$ cat config.mk
export PLATFORM = sky130hd
export DESIGN_NAME = cascade_ival_timer
export DESIGN_NICKNAME = d
export VERILOG_FILES = /design/src/rtl/cit_pkg.sv /design/src/rtl/cit_regs.sv /design/src/rtl/cit_counter.sv /design/src/rtl/cit_hold.sv /design/src/rtl/cascade_ival_timer.sv
export SDC_FILE = /design/constraint.sdc
export NUM_CORES = 1
export LEC_CHECK = 0
export ABC_AREA = 1
export BUFFER_PORTS_ARGS = -buffer_cell sky130_fd_sc_hd__buf_2
export CAP_MARGIN = 0
export CORE_MARGIN = 5
export CORE_UTILIZATION = 55
export CTS_CLUSTER_DIAMETER = 60
export DETAILED_ROUTE_END_ITERATION = 8
export PLACE_DENSITY = 0.72
export RECOVER_POWER = 25
export SLEW_MARGIN = 30
export SYNTH_ARGS = -nofsm -noshare
export SYNTH_HDL_FRONTEND = slang
export SYNTH_SLANG_ARGS = --single-unit
$ cat constraint.sdc
create_clock -name clk -period 3.6 [get_ports clk]
set_input_delay 0 -clock clk [delete_from_list [all_inputs] [get_ports clk]]
set_output_delay 0 -clock clk [all_outputs]
set_load 0.01 [all_outputs]
$ cat src/rtl/cit_pkg.sv
package cit_pkg;
  localparam int ADDR_W = 2;
  localparam logic [ADDR_W-1:0] A_LO_CTRL = 2'd0;
  localparam logic [ADDR_W-1:0] A_LO_CMP  = 2'd1;
  localparam logic [ADDR_W-1:0] A_HI_CTRL = 2'd2;
  localparam logic [ADDR_W-1:0] A_HI_CMP  = 2'd3;
  localparam int EN_BIT   = 0;
  localparam int CHAIN_BIT = 1;
  localparam int NUM_CH   = 2;
endpackage

$ cat src/rtl/cit_regs.sv
module cit_regs
  import cit_pkg::*;
#(
  parameter int W = 8
) (
  input  logic                     clk,
  input  logic                     rst,
  input  logic                     wr_en,
  input  logic [ADDR_W-1:0]        wr_addr,
  input  logic [W-1:0]             wr_data,
  output logic [NUM_CH-1:0]        en,
  output logic [NUM_CH-1:0][W-1:0] cmp,
  output logic                     chain
);
  for (genvar ch = 0; ch < NUM_CH; ch++) begin : g_ch
    localparam logic [ADDR_W-1:0] CTRL_A = (ch == 0) ? A_LO_CTRL : A_HI_CTRL;
    localparam logic [ADDR_W-1:0] CMP_A  = (ch == 0) ? A_LO_CMP  : A_HI_CMP;
    logic         en_r;
    logic [W-1:0] cmp_r;

    always_ff @(posedge clk) begin
      if (rst) begin
        en_r  <= 1'b0;
        cmp_r <= '0;
      end else if (wr_en) begin
        if (wr_addr == CTRL_A) en_r  <= wr_data[EN_BIT];
        if (wr_addr == CMP_A)  cmp_r <= wr_data;
      end
    end

    assign en[ch]  = en_r;
    assign cmp[ch] = cmp_r;
  end

  always_ff @(posedge clk) begin
    if (rst)                                chain <= 1'b0;
    else if (wr_en && wr_addr == A_HI_CTRL) chain <= wr_data[CHAIN_BIT];
  end
endmodule

$ cat src/rtl/cit_counter.sv
module cit_counter #(
  parameter int W = 8
) (
  input  logic         clk,
  input  logic         rst,
  input  logic         clr,
  input  logic         inc,
  output logic [W-1:0] cnt
);
  always_ff @(posedge clk) begin
    if (rst || clr) cnt <= '0;
    else if (inc)   cnt <= cnt + 1'b1;
  end
endmodule

$ cat src/rtl/cit_hold.sv
module cit_hold #(
  parameter int W = 8
) (
  input  logic         clk,
  input  logic         rst,
  input  logic         load,
  input  logic [W-1:0] din,
  output logic [W-1:0] dout
);
  always_ff @(posedge clk) begin
    if (rst)       dout <= '0;
    else if (load) dout <= din;
  end
endmodule

$ cat src/rtl/cascade_ival_timer.sv
module cascade_ival_timer
  import cit_pkg::*;
#(
  parameter int CNT_W = 8
) (
  input  logic             clk,
  input  logic             rst,
  input  logic             wr_en,
  input  logic [1:0]       wr_addr,
  input  logic [CNT_W-1:0] wr_data,
  input  logic             tick_lo,
  input  logic             tick_hi,
  output logic             irq_lo,
  output logic             irq_hi
);
  localparam int WIDE_W = 2 * CNT_W;

  function automatic logic at_limit(input logic [WIDE_W-1:0] c,
                                    input logic [WIDE_W-1:0] lim);
    return c == lim;
  endfunction

  function automatic logic low_carry(input logic [CNT_W-1:0] c);
    return &c;
  endfunction

  logic [NUM_CH-1:0]            en;
  logic [NUM_CH-1:0][CNT_W-1:0] cmp;
  logic                         chain_mode;

  cit_regs #(.W(CNT_W)) regs_i (
    .clk(clk), .rst(rst), .wr_en(wr_en), .wr_addr(wr_addr),
    .wr_data(wr_data), .en(en), .cmp(cmp), .chain(chain_mode)
  );

  // Named run and event wires.
  logic run_lo, run_hi;
  logic load_lo, load_hi;
  logic [CNT_W-1:0] cnt_lo, cnt_hi, hold_lo, hold_hi;
  logic match_lo, match_hi;
  logic step_lo, step_hi;
  logic wrap_lo, wrap_hi;
  logic clr_lo, clr_hi;

  assign run_lo  = en[0] & (~chain_mode | en[1]);
  assign run_hi  = en[1] & ~chain_mode;
  assign load_lo = ~run_lo;
  assign load_hi = chain_mode ? ~run_lo : ~run_hi;

  cit_hold #(.W(CNT_W)) hold_lo_i (
    .clk(clk), .rst(rst), .load(load_lo), .din(cmp[0]), .dout(hold_lo)
  );
  cit_hold #(.W(CNT_W)) hold_hi_i (
    .clk(clk), .rst(rst), .load(load_hi), .din(cmp[1]), .dout(hold_hi)
  );

  assign match_lo = chain_mode ? at_limit({cnt_hi, cnt_lo}, {hold_hi, hold_lo})
                               : (cnt_lo == hold_lo);
  assign match_hi = (cnt_hi == hold_hi);

  assign step_lo = tick_lo & run_lo;
  assign wrap_lo = step_lo & match_lo;
  assign clr_lo  = ~run_lo | wrap_lo;

  assign wrap_hi = tick_hi & run_hi & match_hi;
  assign step_hi = chain_mode ? (step_lo & low_carry(cnt_lo)) : (tick_hi & run_hi);
  assign clr_hi  = chain_mode ? clr_lo : (~run_hi | wrap_hi);

  cit_counter #(.W(CNT_W)) cnt_lo_i (
    .clk(clk), .rst(rst), .clr(clr_lo), .inc(step_lo), .cnt(cnt_lo)
  );
  cit_counter #(.W(CNT_W)) cnt_hi_i (
    .clk(clk), .rst(rst), .clr(clr_hi), .inc(step_hi), .cnt(cnt_hi)
  );

  always_ff @(posedge clk) begin
    if (rst) begin
      irq_lo <= 1'b0;
      irq_hi <= 1'b0;
    end else begin
      irq_lo <= wrap_lo;
      irq_hi <= wrap_hi;
    end
  end
endmodule

==> results.ini <==
[outcome]
status=completed

[power]
p_clk_share_pct=33.4
peakVddDrop_mv=0.310
sw_frac_of_total_pct=24.9
intPower_uw=799
p_comb_share_pct=8.7
p_seq_share_pct=57.9
p_leak_nw=1.18
p_sw_uw=264
p_per_area_nw_per_um2=378

[floorplanning]
rows=24
die_w_um=77.8
ioPinCount=17
initial_core_util_pct=57.3
core-area_um2=4410
fp.dieArea_um2=6050
die_h_um=77.8

[grt]
first_global_vias=1965
antenna_found_initial=0
grt_max_degree=24
grt_pass1_wl_mm=8.71
track_usage_pct=17.3
grt_overflow_total=0

[timing]
hold_slack_ns=0.0624
rsz0062_at_grt=false
finalWorstSetupSlack_ns=1.98
max_slew_margin_pct=52.8
fin_crit_sh_pct=45.0
hold_viol=0
setup_viol=0
tns_ns=0
worst_pin_slew_ns=0.709
drv_slew=0
max_freq_mhz=617
skew_ns=0.00519
layout_min_cycle_time_ns=1.62

[final_layout]
nFillCells=427
area_growth_pct=11.1
fin_area_um2=2810
final_nets=385
drive_above_1_share_pct=11.4
diodes=0

[logic_synthesis]
synth_cells=346
synth_top_area_cell=dfxtp_1
yosys_warnings=0
synth_seq_cells=53
syn_area_per_cell_um2=7.30
synthesis.nets=363
syn-cell-area_um2=2530
netlist_top_cells_area=dfxtp_1 (42%), nand2_1 (12%), nor2_1 (6.8%)
yosysSeqAreaShare_pct=42.0
netlist.area_leader.share_pct=42.0
yosysUniqueCellTypes=27

[place]
dp_hpwl_mm=3.57
dpl_cell_area_um2=2640
pre_cts_slack_ns=1.99
gp_congestion=0.796
portBuffers=16

[drt]
routedWlPerCell_um=11.3
dr.pass1.iters=4
vias=2041
wl_mm=4.75
ant_nets=0
drtIter0Drc=126
drcViolationCount=0
vias_per_cell=4.85

[critical_path]
crit_fanout=9
arrival_ns=1.86
setup.worst_path.class=reg2reg
cp-end-kind=register
start_kind=register
required_ns=3.84

[clock_tree]
cts_resized=0
clkLatencyLatePin_ns=0.30
numCtsBuffers=5
cts_buffer_depth=2
cts.sinks=53
clkSlewWorstSetupHoldPaths_ns=0.10
cts-root-buf=clkbuf_8
cts_tree=done
htreeDepth=2

[job]
maxCapViolCount=0

[hold_path]
hold_path.class=in2reg

-- area by class of cell --
class                           instances  area (µm²)  area share (%)
Clock buffer                            6        82.6            2.94
Clock inverter                          2        17.5           0.624
Inverter                               39         146            5.21
Multi-Input combinational cell        245        1280            45.7
Sequential cell                        53        1060            37.8
Tap cell                               52        65.1            2.32
Timing Repair Buffer                   24         154            5.48
-- metrics by stage --
stage	util [%]	power, mW	std cells
after global routing	63.6	1.12	421
after CTS	63.8	1.07	421
after global placement	59.7	0.714	405
after detailed placement	59.7	0.715	405
final	63.6	1.06	421
after floorplan	-	0.692	346
-- layout by cell type (no fill, tap or decap), drive strengths merged --
master	Yosys	routed
nand2	86	86
dfxtp	53	53
nor2	48	48
inv	38	39
a21oi	33	33
o21ai	24	24
nand3	24	24
xor2	13	13
buf	3	11
clkbuf	6	11
dlygate4sd3	0	8
nor3	5	5
xnor2	4	4
nand4	4	4
ha	2	2
clkinv	1	2
nor4	1	1
nor3b	1	1
-- cells in the mapped netlist, drive strengths merged --
library cell,number
inv,38
nor3,5
xor2,13
xnor2,4
clkinv,1
nor2,48
nand4,4
dfxtp,53
ha,2
a21oi,33
o21ai,24
nand2,86
nor3b,1
nand3,24
nor4,1
clkbuf,6
buf,3
-- layer usage --
metal,track usage (%),wire (µm),vias to the layer above
met5,0,0,-
met4,4.64,27,0
met3,3.94,139,2
met2,27.9,2080,24
met1,23.3,2500,871
li1,-,-,1144
-- registers in the layout, summed over array words and instances, names as in the netlist --
name,count
irq_hi,1
regs_i.chain,1
hold_hi_i.dout,8
regs_i.g_ch.en_r,2
regs_i.g_ch.cmp_r,16
irq_lo,1
hold_lo_i.dout,8
cnt_lo_i.cnt,8
cnt_hi_i.cnt,8
-- power by group through the flow --
stage                     Clock, mW  Combinational, mW  Sequential [mW]
after floorplan                   0             0.0655            0.626
after global placement            0             0.0862            0.628
after detailed placement          0             0.0868            0.628
after CTS                     0.366             0.0938            0.615
after global routing          0.397              0.108            0.618
final                         0.355             0.0930            0.615
-- path summary, 6_finish.rpt --
kind | startpoint | end | slack, ns | cells after the start
worst min-delay path | wr_en | regs_i.g_ch[0].en_r | 0.06 | 3
worst max register to register | cnt_lo_i.cnt[1] | cnt_hi_i.cnt[6] | 1.98 | 9
worst max-delay path | cnt_lo_i.cnt[1] | cnt_hi_i.cnt[6] | 1.98 | 9
worst min register to register | regs_i.g_ch[1].cmp_r[1] | regs_i.g_ch[1].cmp_r[1] | 0.46 | 2
-- worst max-delay path, stage by stage, from the launching register on --
cell	delay, ns
dfxtp_1	0.42
ha_1	0.23
nand2_2	0.08
nor3_4	0.24
nand4_4	0.19
nand2_4	0.14
nand2_1	0.07
nand2_1	0.06
inv_1	0.04
a21oi_2	0.09
-- what timing repair did --
item / 4_1_cts / 5_1_grt
setup endpoints to repair: 0 / 0
hold buffers: 8 / 0
endpoints found under the hold margin: 15 / 0
buffers inserted: 0 / 0
-- logic make-up after synthesis --
family | share of synthesized area [%]
and+or+nand+nor | 30.9
AOI/OAI and AO/OA | 12.9
DFF | 42.0
buffers and inverters | 7.28
xor gates and xnor gates | 5.89
adders and majority gates | 0.990
No activity file was read; power rests on OpenSTA's default activity.
